--- config.mk ---
export PLATFORM = sky130hd
export DESIGN_NAME = countdown_timer
export DESIGN_NICKNAME = d
export VERILOG_FILES = /design/src/rtl/cdt_pkg.sv /design/src/rtl/cdt_datapath.sv /design/src/rtl/cdt_ctrl.sv /design/src/rtl/countdown_timer.sv
export SDC_FILE = /design/constraint.sdc
export NUM_CORES = 1
export LEC_CHECK = 0
export ABC_CLOCK_PERIOD_IN_PS = 3900
export BUFFER_PORTS_ARGS = -buffer_cell sky130_fd_sc_hd__buf_2
export CORE_MARGIN = 3
export CORE_UTILIZATION = 50
export CTS_CLUSTER_SIZE = 25
export DETAILED_ROUTE_END_ITERATION = 10
export GPL_ROUTABILITY_DRIVEN = 0
export PLACE_DENSITY = 0.69
export SETUP_SLACK_MARGIN = 0.02
export SLEW_MARGIN = 20
export SYNTH_ARGS = -nofsm -noshare
export SYNTH_HDL_FRONTEND = slang
export SYNTH_SLANG_ARGS = --single-unit
--- constraint.sdc ---
create_clock -name clk -period 3.9 [get_ports clk]
set_input_delay 0.39 -clock clk [delete_from_list [all_inputs] [get_ports clk]]
set_output_delay 0.39 -clock clk [all_outputs]
set_load 0.005 [all_outputs]
--- src/rtl/cdt_pkg.sv ---
package cdt_pkg;
  localparam int ADDR_W = 3;

  localparam logic [ADDR_W-1:0] OFS_LOAD   = 3'd0;
  localparam logic [ADDR_W-1:0] OFS_VALUE  = 3'd1;
  localparam logic [ADDR_W-1:0] OFS_CTRL   = 3'd2;
  localparam logic [ADDR_W-1:0] OFS_CLEAR  = 3'd3;
  localparam logic [ADDR_W-1:0] OFS_RAW    = 3'd4;
  localparam logic [ADDR_W-1:0] OFS_MASKED = 3'd5;
  localparam logic [ADDR_W-1:0] OFS_BGLOAD = 3'd6;

  localparam int BIT_ONESHOT  = 0;
  localparam int BIT_WIDE     = 1;
  localparam int BIT_PRESC_LO = 2;
  localparam int BIT_IE       = 5;
  localparam int BIT_PERIODIC = 6;
  localparam int BIT_ENABLE   = 7;

  localparam logic [7:0] CTRL_RESET = 8'h20;
  localparam logic [7:0] CTRL_KEEP  = 8'hEF;

  typedef struct packed {
    logic       loadWr;
    logic       bgWr;
    logic       intClr;
    logic       enable;
    logic       oneShot;
    logic       periodic;
    logic       wide;
    logic [1:0] presc;
  } tmrCmd_t;
endpackage

--- src/rtl/cdt_datapath.sv ---
module cdt_datapath
  import cdt_pkg::*;
#(
  parameter int CNT_W   = 32,
  parameter int PRESC_W = 8
) (
  input  logic             clk,
  input  logic             rstN,
  input  logic             tickEn,
  input  tmrCmd_t          cmd,
  input  logic [CNT_W-1:0] wrData,
  output logic [CNT_W-1:0] countQ,
  output logic [CNT_W-1:0] reloadQ,
  output logic             rawQ
);
  localparam int HALF_W   = CNT_W / 2;
  localparam int FINE_W   = PRESC_W / 2;
  localparam logic [CNT_W-1:0] ONE_VAL = {{(CNT_W-1){1'b0}}, 1'b1};

  logic [CNT_W-1:0]   widthMask;
  logic [CNT_W-1:0]   effCount;
  logic [CNT_W-1:0]   reloadSel;
  logic [PRESC_W-1:0] prescQ;
  logic               prescHit;
  logic               step;

  always_comb begin
    widthMask = cmd.wide ? {CNT_W{1'b1}} : {{(CNT_W-HALF_W){1'b0}}, {HALF_W{1'b1}}};
    effCount  = countQ & widthMask;
    reloadSel = (cmd.periodic || cmd.oneShot) ? (reloadQ & widthMask) : widthMask;
    case (cmd.presc)
      2'b01:   prescHit = (prescQ[FINE_W-1:0] == {FINE_W{1'b1}});
      2'b10:   prescHit = (prescQ == {PRESC_W{1'b1}});
      default: prescHit = 1'b1;
    endcase
    step = cmd.enable && tickEn && prescHit;
  end

  always_ff @(posedge clk or negedge rstN) begin
    if (!rstN) begin
      prescQ <= '0;
    end else if (cmd.loadWr) begin
      prescQ <= '0;
    end else if (cmd.enable && tickEn) begin
      prescQ <= prescQ + 1'b1;
    end
  end

  always_ff @(posedge clk or negedge rstN) begin
    if (!rstN) begin
      reloadQ <= '0;
    end else if (cmd.loadWr || cmd.bgWr) begin
      reloadQ <= wrData;
    end
  end

  always_ff @(posedge clk or negedge rstN) begin
    if (!rstN) begin
      countQ <= '0;
    end else if (cmd.loadWr) begin
      countQ <= wrData & widthMask;
    end else if (step) begin
      if (effCount != '0) begin
        countQ <= effCount - 1'b1;
      end else if (!cmd.oneShot) begin
        countQ <= reloadSel;
      end
    end
  end

  always_ff @(posedge clk or negedge rstN) begin
    if (!rstN) begin
      rawQ <= 1'b0;
    end else if (step && !cmd.loadWr && (effCount == ONE_VAL)) begin
      rawQ <= 1'b1;
    end else if (cmd.intClr) begin
      rawQ <= 1'b0;
    end
  end
endmodule

--- src/rtl/cdt_ctrl.sv ---
module cdt_ctrl
  import cdt_pkg::*;
#(
  parameter int CNT_W = 32
) (
  input  logic              clk,
  input  logic              rstN,
  input  logic              regWrEn,
  input  logic [ADDR_W-1:0] regAddr,
  input  logic [CNT_W-1:0]  regWrData,
  input  logic [CNT_W-1:0]  countQ,
  input  logic [CNT_W-1:0]  reloadQ,
  input  logic              rawQ,
  output tmrCmd_t           cmd,
  output logic [7:0]        ctrlQ,
  output logic [CNT_W-1:0]  regRdData,
  output logic              irqOut
);
  localparam int HALF_W = CNT_W / 2;

  logic [CNT_W-1:0] readMask;

  always_ff @(posedge clk or negedge rstN) begin
    if (!rstN) begin
      ctrlQ <= CTRL_RESET;
    end else if (regWrEn && regAddr == OFS_CTRL) begin
      ctrlQ <= regWrData[7:0] & CTRL_KEEP;
    end
  end

  always_comb begin
    cmd.loadWr   = regWrEn && (regAddr == OFS_LOAD);
    cmd.bgWr     = regWrEn && (regAddr == OFS_BGLOAD);
    cmd.intClr   = regWrEn && (regAddr == OFS_CLEAR);
    cmd.enable   = ctrlQ[BIT_ENABLE];
    cmd.oneShot  = ctrlQ[BIT_ONESHOT];
    cmd.periodic = ctrlQ[BIT_PERIODIC];
    cmd.wide     = ctrlQ[BIT_WIDE];
    cmd.presc    = ctrlQ[BIT_PRESC_LO +: 2];
  end

  always_comb begin
    readMask = ctrlQ[BIT_WIDE] ? {CNT_W{1'b1}} : {{(CNT_W-HALF_W){1'b0}}, {HALF_W{1'b1}}};
    regRdData = '0;
    case (regAddr)
      OFS_LOAD, OFS_BGLOAD: regRdData = reloadQ;
      OFS_VALUE:  regRdData = countQ & readMask;
      OFS_CTRL:   regRdData = {{(CNT_W-8){1'b0}}, ctrlQ};
      OFS_RAW:    regRdData = {{(CNT_W-1){1'b0}}, rawQ};
      OFS_MASKED: regRdData = {{(CNT_W-1){1'b0}}, rawQ & ctrlQ[BIT_IE]};
      default:    regRdData = '0;
    endcase
  end

  assign irqOut = rawQ & ctrlQ[BIT_IE];
endmodule

--- src/rtl/countdown_timer.sv ---
module countdown_timer
  import cdt_pkg::*;
#(
  parameter int CNT_W   = 32,
  parameter int PRESC_W = 8
) (
  input  logic              clk,
  input  logic              rstN,
  input  logic              tickEn,
  input  logic              regWrEn,
  input  logic [ADDR_W-1:0] regAddr,
  input  logic [CNT_W-1:0]  regWrData,
  output logic [CNT_W-1:0]  regRdData,
  output logic              irqOut
);
  tmrCmd_t          cmd;
  logic [7:0]       ctrlBits;
  logic [CNT_W-1:0] countVal;
  logic [CNT_W-1:0] reloadVal;
  logic             rawFlag;

  cdt_ctrl #(.CNT_W(CNT_W)) ctrl_i (
    .clk       (clk),
    .rstN      (rstN),
    .regWrEn   (regWrEn),
    .regAddr   (regAddr),
    .regWrData (regWrData),
    .countQ    (countVal),
    .reloadQ   (reloadVal),
    .rawQ      (rawFlag),
    .cmd       (cmd),
    .ctrlQ     (ctrlBits),
    .regRdData (regRdData),
    .irqOut    (irqOut)
  );

  cdt_datapath #(.CNT_W(CNT_W), .PRESC_W(PRESC_W)) dp_i (
    .clk     (clk),
    .rstN    (rstN),
    .tickEn  (tickEn),
    .cmd     (cmd),
    .wrData  (regWrData),
    .countQ  (countVal),
    .reloadQ (reloadVal),
    .rawQ    (rawFlag)
  );
endmodule

* Yosys cells after proc, flatten, opt, wreduce, memory -nomap -nowiden
Cells that the tools add are included.
** Storage, ports and cells
- Bits in registers :: 80
- Input bits :: 39
- Output and inout bits :: 33
- Logic and storage cells :: 53
** Cells by class
- $add $sub $neg :: 2
- Eq/ne operators :: 12
- Mux-type cells :: 12
- Bitwise operators :: 4
- Reductions and logical operators :: 18
** Operator list (count)
- $mux 32 :: 6
- $pmux 32 s5 :: 1
- $and 32x32->32 :: 3
- $eq 32x1->1 const B :: 1
- $reduce_bool 32->1 :: 1
- $sub 32x1->32 const B :: 1
- $mux 8 :: 2
- $eq 3x3->1 const B :: 3
- $add 8x1->8 const B :: 1
- $eq 8x8->1 const B :: 1
- $logic_and 1x1->1 :: 8
- $eq 3x2->1 const B :: 2
- $reduce_bool 2->1 :: 3
- $eq 4x4->1 const B :: 1
- $eq 3x1->1 const B :: 1
- $logic_not 3->1 :: 1
- $ne 3x1->1 const B :: 1
- $eq 2x1->1 const B :: 1
- $eq 2x2->1 const B :: 1
- $logic_or 1x1->1 :: 2
- $mux 1 :: 2
- $pmux 1 s2 :: 1
- $reduce_and 2->1 :: 1
- $reduce_or 2->1 :: 1
- 2 further kinds :: 2

* Longest topological paths before layout
Gate-level depths: netlist (run 1).
- Depth after elaboration :: 7
- Mapped depth :: 9
- Depth with buffers taken out :: 8

* Hierarchy
From an unflattened synthesis (run 1), not the netlist that was laid out.
** Unflattened totals
- Cell total of the unflattened synthesis :: 622
- Area, all modules :: 5616.6 um2
** By module, submodules not included
- cdt_datapath :: times used 1, cells each 508, area an instance 4551.9 um2, seq. area each 1826.8 um2
- cdt_ctrl :: times used 1, cells each 114, area an instance 1064.8 um2, seq. area each 176.4 um2

* Worst setup path before layout (run 1)
OpenSTA, ideal clock, no wires.
- Path kind :: reg2reg
- Start :: reg dp_i.countQ[18]
- End :: reg dp_i.countQ[11]
- Library setup time :: 0.132 ns
- Arrival time :: 2.393 ns
- Data required time :: 3.768 ns
- Setup slack :: 1.375 ns
- Cell stages (with the launch flop) :: 10
- Path buffers :: 3
- Period minus slack after synthesis :: 2.525 ns
- Cells stage by stage :: dfrtp_1 -> or4_1 -> buf_2 -> or3_1 -> buf_6 -> o21ai_4 -> nand2_4 -> buf_6 -> o311ai_1 -> a21oi_1
** Between the ends
- Cells in the longest elaborated chain, start to end :: 5
- Elaborated cells between the ends (all ways) :: 7
- Those cells by class :: eq/ne (1); mux (3); bitwise (1); reduce/logical (2)
** RTL lines
- start, declared :: line cdt_datapath.sv:12 : output logic [CNT_W-1:0] countQ,
- start signal, assigned :: line cdt_datapath.sv:61 : countQ <= wrData & widthMask;
- start signal, assigned :: line cdt_datapath.sv:64 : countQ <= effCount - 1'b1;
- start signal, assigned :: line cdt_datapath.sv:66 : countQ <= reloadSel;
- $and 32x32->32 (*) :: line cdt_datapath.sv:29 : effCount = countQ & widthMask;
- $reduce_bool 32->1 (*) :: line cdt_datapath.sv:63 : if (effCount != '0) begin
- $mux 32 :: line cdt_datapath.sv:63
- $mux 32 :: line cdt_datapath.sv:62 : end else if (step) begin
- $mux 32 :: line cdt_datapath.sv:60 : end else if (cmd.loadWr) begin
Mark *: on every way between the ends. The rest lies on a longest branch, timed or not. The select of a mux whose other input is x is not followed.
A chain may end at the register's enable or synchronous reset.

* Worst setup path in the final report (run 1)
- Start :: reg dp_i.countQ[27]
- End :: reg dp_i.countQ[14]
Same word-level chain as after synthesis.

==> results of run 1 <==
==> metal layers <==
metal / up-vias / global-route usage / share of wire
li1: 2319 / - / -
met1: 2543 / 0.381 / 0.44
met2: 239 / 0.440 / 0.46
met3: 34 / 0.0687 / 0.081
met4: 0 / 0.0920 / 0.018
met5: - / 0 / 0
==> where the power goes <==
group,internal (uW),switching (uW),total [uW]
clock,377,320,697
combinational,452,531,982
sequential,1070,380,1450
total,1900,1230,3130
==> sequential cells by signal (all words and copies together), names as in the netlist <==
signal,cells
dp_i.reloadQ,32
dp_i.rawQ,1
dp_i.prescQ,8
ctrl_i.ctrlQ,7
dp_i.countQ,32
==> final timing paths <==
path,cells past startpoint,to
setup / recovery,7,dp_i.countQ[14]$_DFFE_PN0P_
hold / removal,1,dp_i.reloadQ[8]$_DFFE_PN0P_
setup reg to reg,7,dp_i.countQ[14]$_DFFE_PN0P_
hold reg to reg,2,dp_i.rawQ$_DFFE_PN0P_
max in group asynchronous,1,dp_i.reloadQ[30]$_DFFE_PN0P_
min in group clk,3,dp_i.countQ[0]$_DFFE_PN0P_
==> stage by stage <==
step | std cells | instance area, sq um
floorplan | 582 | 5230
global placement | 751 | 5650
detailed placement | 751 | 5650
CTS | 767 | 5870
global route | 767 | 5870
finish | 767 | 5870
==> layout by cell type (no fill, tap or decap), types with 8 or more instances in the layout <==
cell,n
nor3_1,15
nand3_1,23
nand4_1,9
a31oi_1,16
mux2_2,39
a21oi_1,29
clkbuf_8,10
or4_1,8
o21ai_0,45
nand2_1,50
a22o_1,21
dfrtp_1,79
a22oi_1,8
buf_2,70
buf_4,14
o211ai_1,8
nor4_1,14
o31ai_1,12
xor2_1,9
nor2_1,34
==> kinds of logic (layout without fill, tap and decap cells) <==
group	Yosys count	after routing	share of synthesized area
compound gates	192	192	0.254
buf+inv	56	108	0.0469
simple gates	192	192	0.189
flops	80	80	0.383
xor+xnor	12	12	0.0201
fa+ha+maj	5	5	0.0120
mux	45	45	0.0955
==> final cells by class <==
type / instances / area [sq um]
inverter: 7 / 26.3
clock inverter: 5 / 80.1
sequential: 80 / 2000
timing repair buffer: 85 / 467
clock buffer: 11 / 141
multi-input combinational: 446 / 2990
tap: 133 / 166
fill: 934 / 4080
==> synthesized netlist by cell type (3+ instances only) <==
library cell / n
o211ai_1: 8
or4_1: 8
inv_1: 7
a22oi_1: 8
nor4_1: 14
a22o_1: 21
o22ai_1: 3
dfrtp_1: 79
o311ai_0: 6
o2111ai_1: 7
a21oi_1: 29
xnor2_1: 3
a31oi_1: 16
o21a_1: 6
or3_1: 7
xor2_1: 9
nand3_1: 23
clkbuf_1: 37
buf_2: 4
nor2b_1: 5
mux2_2: 39
nor2_1: 34
a211oi_1: 3
o21ai_1: 3
mux2i_1: 6
o31ai_1: 12
o21ai_0: 45
nand4_1: 9
o41ai_1: 4
buf_6: 4
nand2_1: 50
buf_1: 4
o311ai_1: 3
nor3_1: 15
and3_1: 5
ha_1: 5
and2_1: 6
==> flow_summary.ini, run 1 <==
[run_status]
run_status = finished clean

[worst_setup_path]
startpoint = dp_i.countQ[27]$_DFFE_PN0P_
setup.worst_path.end_class = flop
critical-path-slowest-cell = nor3b_1
worst-endpoint-required_ns = 4.15
timing.critical_path.arrival_ns = 3.41
worstPathCellList = or4_1, nor3b_1, a21oi_1, buf_4, or3_1, o2111ai_1, a31oi_1
critPathTopFamily = simple AND/OR/NAND/NOR gates
worstSetupStartpointType = flop
setup.worst_path.class = reg2reg
cp.buffers_inverters = 1
worst-r2r-setup-slack_ns = 0.75
worstReg2RegStart = dp_i.countQ[27]$_DFFE_PN0P_
critical_path_peak_fanout = 15
max_stage_delay_ns = 0.70

[sta]
rsz0062_at_grt = no
min_period_over_period = 0.808
fmax_mhz = 317
summed_negative_setup_slack_over_all_endpoints_ns = 0
timing.final.crit_period_ns = 3.15
clock_skew_ns = 0.0169
actual_slew_at_the_worst_max_slew_pin_ns = 0.821
setup_slack_ns = 0.748
maxSlewViolCount = 0
timing.max_slew.rel_slack = 0.453
hold_violations = 0
setup_viol = 0
timing.hold.ws_ns = 0.0438

[route]
wl_per_instance_um = 20.4
detail_route.drc_violations = 0
number_of_nets_with_antenna_violations_after_detailed_routing = 0
vias = 5135
drt-total-wl_um = 15600
routed_via_density = 6.69
drt_iter0_drc = 495
first_pass_iters = 5

[place]
port_buffers = 71
place_ws_ns = 0.862
dpl.hpwl_um = 10600

[global_routing]
overflow = 0
grt_max_degree = 81
grt_pass1_wl_um = 25700
vias_in_the_first_global_route = 5010
number_of_antenna_violations_at_the_first_check_in_global_routing = 0
globalRouteTotalUtil = 0.280

[clock_network]
htree_num_levels = 3
tritoncts = yes
cts.reportedPaths.clkPinSlew_ns = 0.09
cts_root_buf = clkbuf_8
cts-resized-gates = 0
cts_hold_buffers = 0
cts_buffers = 9
cts-root-to-sink-buffers = 2
cts_post_setup_buffers_inserted = 0
cts_sinks = 80
clock_insertion_delay_worst_skew_ns = 0.38

[floorplanning]
die_w_um = 108
design.core.area_sq_um = 9950
initial_core_util = 0.525
fp.dieH_um = 108
rows = 36
ioPinCount = 72
total_die_area_sq_um = 11700

[power_and_ir_drop]
power.leakage_uw = 0.00235
fin_total_pwr_uw = 3130
worst_ir_drop_vdd_v = 0.000339
power.density_cell_area_nw_per_um2 = 534

[flow_run]
max_cap_viol_count = 0

[yosys]
dominantRegCellSynth = dfrtp_1
async_reset_ff_frac = 1.00
netlist_top_cells_area = dfrtp_1 38%, mux2_2 8.4%, o21ai_0 4.3%
synthDominantAreaCellType = dfrtp_1
synth-seq-area-share = 0.383
ys_seq_elements = 80
synthDominantCellAreaShare = 0.378
synthDistinctLibCells = 64
syn_area_per_cell_sq_um = 8.99
mappedNetlistNets = 626
edff_count_synth = 0
netlist_area_before_placement_sq_um = 5230
synth.yosys.warnings = 0
synthesis.instances = 582

[final_layout]
finalNetCount = 673
final_layout_size_suffix_gt1_frac = 0.241
antenna_diodes = 0
finalCoreUtilization = 0.590
flow.area_growth_from_synthesis_pct = 12.2

[min_path]
timing.hold.worst.class = in2async
Power figures use the tool's default switching activity.
==> run 2: changes to the inputs <==
ABC_AREA = 1   (was default)
ABC_CLOCK_PERIOD_IN_PS = 3050   (was 3900)
clock period = 3.05 ns   (was 3.9 ns; I/O delays follow)
==> run 2 against run 1 <==
  * The run now ends with hold timing left
  * Synthesized cell count up 38%
  * Register-to-register slack worse by 0.37 ns
  * Utilization down 0.80 points
  * Clock power up 13%
  * Wire length down 0.54%
  * Clock skew about the same
  * Sequential power up 18%
  * Area after synthesis up 3.7%
  * Hold slack worse by 0.088 ns
  * Non-clock buffer count down 4
  * Die area up 3.5%
  * Maximum frequency up 18%
  * Critical endpoint is now dp_i.countQ[4]$_DFFE_PN0P_
  * Largest power group is now combinational cells
==> flow_summary.ini, run 2 <==
[run_status]
run_status = complete, but fails checks
violations = hold timing

[yosys]
synth-simple-area-share = 0.338
synthDominantCellAreaShare = 0.364
dominantRegCellSynth = dfrtp_1
synth.top_cells.by_count = 220 x nand2_1, 114 x nor2_1, 90 x inv_1
synthesis.instances = 802
synth_top_family_by_area = simple AND/OR/NAND/NOR gates
synth.mux.area_fraction = 0.00623
synth-seq-area-share = 0.369
mappedNetlistNets = 846
syn_area_per_cell_sq_um = 6.76
yosys.cell_count.top_type = nand2_1
netlist_top_cells_area = dfrtp_1 36%, nand2_1 15%, nor2_1 7.9%
synthDistinctLibCells = 38
edff_count_synth = 0
synth_adder_area_share = 0.0115
synth_compound_area_frac = 0.159
netlist_area_before_placement_sq_um = 5430
ys_seq_elements = 80
async_reset_ff_frac = 1.00
synth.yosys.warnings = 0
yosys.area_share.xor_xnor = 0.0194
synthDominantAreaCellType = dfrtp_1

[sta]
timing.max_slew.rel_slack = 0.464
rsz0062_at_grt = no
setup_viol = 0
timing.hold.ws_ns = -0.0446
maxSlewViolCount = 0
timing.final.crit_period_ns = 2.68
hold_violations = 32
fmax_mhz = 374
summed_negative_setup_slack_over_all_endpoints_ns = 0
min_period_over_period = 0.877
clock_skew_ns = 0.0168
actual_slew_at_the_worst_max_slew_pin_ns = 0.803

[route]
first_pass_iters = 5
drt-total-wl_um = 15500
wl_per_instance_um = 15.5
detail_route.drc_violations = 0
routed_via_density = 5.49
drt_iter0_drc = 479
number_of_nets_with_antenna_violations_after_detailed_routing = 0
vias = 5510

[clock_network]
cts.reportedPaths.clkPinSlew_ns = 0.08
cts_root_buf = clkbuf_8
cts_buffers = 9
clock_insertion_delay_worst_skew_ns = 0.38
cts_hold_buffers = 0
tritoncts = yes
cts-root-to-sink-buffers = 2
cts_sinks = 80
htree_num_levels = 3

[global_routing]
grt_most_used_layer = met2
vias_in_the_first_global_route = 5229
met2_global_route_usage = 0.419
grt_pass1_wl_um = 25500
overflow = 0
number_of_antenna_violations_at_the_first_check_in_global_routing = 0
grt_max_degree = 81
groute.layer.met3.usage = 0.0280
grtUsageMet1 = 0.381
globalRouteTotalUtil = 0.266

[floorplanning]
design.core.area_sq_um = 10400
rows = 37
die_w_um = 110
total_die_area_sq_um = 12100
ioPinCount = 72
initial_core_util = 0.521
fp.dieH_um = 110

[worst_setup_path]
worstSetupStartpointType = flop
timing.critical_path.arrival_ns = 2.98
setup.worst_path.end_class = flop
startpoint = ctrl_i.ctrlQ[1]$_DFFE_PN0P_
worst-r2r-setup-slack_ns = 0.37
worstRegToRegCells = 13
critical_path_peak_fanout = 24
cp-endpoint = dp_i.countQ[4]$_DFFE_PN0P_
worst-endpoint-required_ns = 3.36
timing.rr.end = dp_i.countQ[4]$_DFFE_PN0P_
worstReg2RegStart = ctrl_i.ctrlQ[1]$_DFFE_PN0P_
setup.worst_path.class = reg2reg

[place]
dpl.hpwl_um = 11200
port_buffers = 71

[power_and_ir_drop]
power.leakage_uw = 0.00313
fin_total_pwr_uw = 4510
power.density_cell_area_nw_per_um2 = 745
worst_ir_drop_vdd_v = 0.000330

[final_layout]
antenna_diodes = 0
final_layout_size_suffix_gt1_frac = 0.160
final_cell_mix = 220 x nand2_1, 114 x nor2_1, 89 x inv_1
mostFrequentLayoutCell = nand2_1
finalNetCount = 907
biggestRegsByFlops = dp_i.countQ (32), dp_i.reloadQ (32), dp_i.prescQ (8)
flow.area_growth_from_synthesis_pct = 11.7

[flow_run]
max_cap_viol_count = 0

[min_path]
timing.hold.worst.class = in2async
[run 2: changes by cell type after synthesis, sizes merged, moves of 11 or more]
cell,previous run,this run
a22o,21,0
a22oi,8,19
o21ai,49,69
nand3,23,44
o22ai,3,26
nor2,34,124
clkbuf,37,15
mux2,39,3
nand2,51,241
nor4,14,2
a31oi,16,0
nor3,16,3
o31ai,13,0
inv,7,93
[run 2: how the worst min path moves through the flow]
stage,from,to,slack [ns],depth (start not counted)
floorplan,rstN,ctrl_i.ctrlQ[0]$_DFFE_PN0P_,0.009,0
global placement,dp_i.prescQ[7]$_DFFE_PN0P_,dp_i.prescQ[7]$_DFFE_PN0P_,0.45,1
detailed placement,dp_i.prescQ[7]$_DFFE_PN0P_,dp_i.prescQ[7]$_DFFE_PN0P_,0.46,1
CTS,regWrData[30],dp_i.reloadQ[30]$_DFFE_PN0P_,0.15,3
global route,rstN,dp_i.prescQ[2]$_DFFE_PN0P_,0.04,1
finish,rstN,dp_i.rawQ$_DFFE_PN0P_,-0.04,1
[run 2: kinds of logic after synthesis]
family | after synthesis
AO/OA/AOI/OAI | 150
XOR/XNOR | 12
adder cells (fa/ha/maj) | 5
buffers and inverters | 126
flip-flops | 80
multiplexers | 3
AND/OR/NAND/NOR | 426
[run 2: area by class of cell]
class                           count  area, sq um
Fill cell                        1021         4360
Multi-Input combinational cell    596         2900
Sequential cell                    80         2000
Timing Repair Buffer               81          437
Inverter                           95          363
Tap cell                          136          170
Clock buffer                        9          124
Clock inverter                      7         62.6
[run 2: layer usage]
layer	vias up	routed length (um)
li1	2709	-
met3	26	867
met4	0	296
met1	2589	7260
met2	186	7110
met5	-	0
[run 2: critical path, cell delays in order (launching register included)]
cell	delay, ns
dfrtp_1	0.87
buf_4	0.35
nand2_2	0.13
nand2_2	0.13
nor2_4	0.05
nand2_4	0.08
nor2_8	0.05
nand2_4	0.21
inv_4	0.14
nand2_2	0.08
nand3_2	0.12
inv_2	0.21
nand3_1	0.10
nand2_1	0.09
[run 2: what timing repair did]
item	in CTS	in global routing
buffers inserted	0	0
endpoints found under the setup margin	0	1
gates resized for setup	0	1
[run 2: metrics by stage]
stage / worst slack (ns) / util / instance area (sq um) / hold WS [ns] / instances
after floorplan: 1.14 / - / 5430 / 0.00941 / 802
after global placement: 0.468 / 0.563 / 5870 / 0.452 / 988
after detailed placement: 0.410 / 0.563 / 5870 / 0.456 / 988
after CTS: 0.390 / 0.581 / 6050 / 0.153 / 1004
after global routing: 0.187 / 0.582 / 6060 / 0.0411 / 1004
final: 0.375 / 0.582 / 6060 / -0.0446 / 1004
[run 2: power by group]
group / leakage (uW) / switching (uW) / internal [uW]
Clock: 0.0000985 / 415 / 371
Sequential: 0.000976 / 311 / 1400
Combinational: 0.00205 / 1300 / 713
Total: 0.00313 / 2030 / 2490
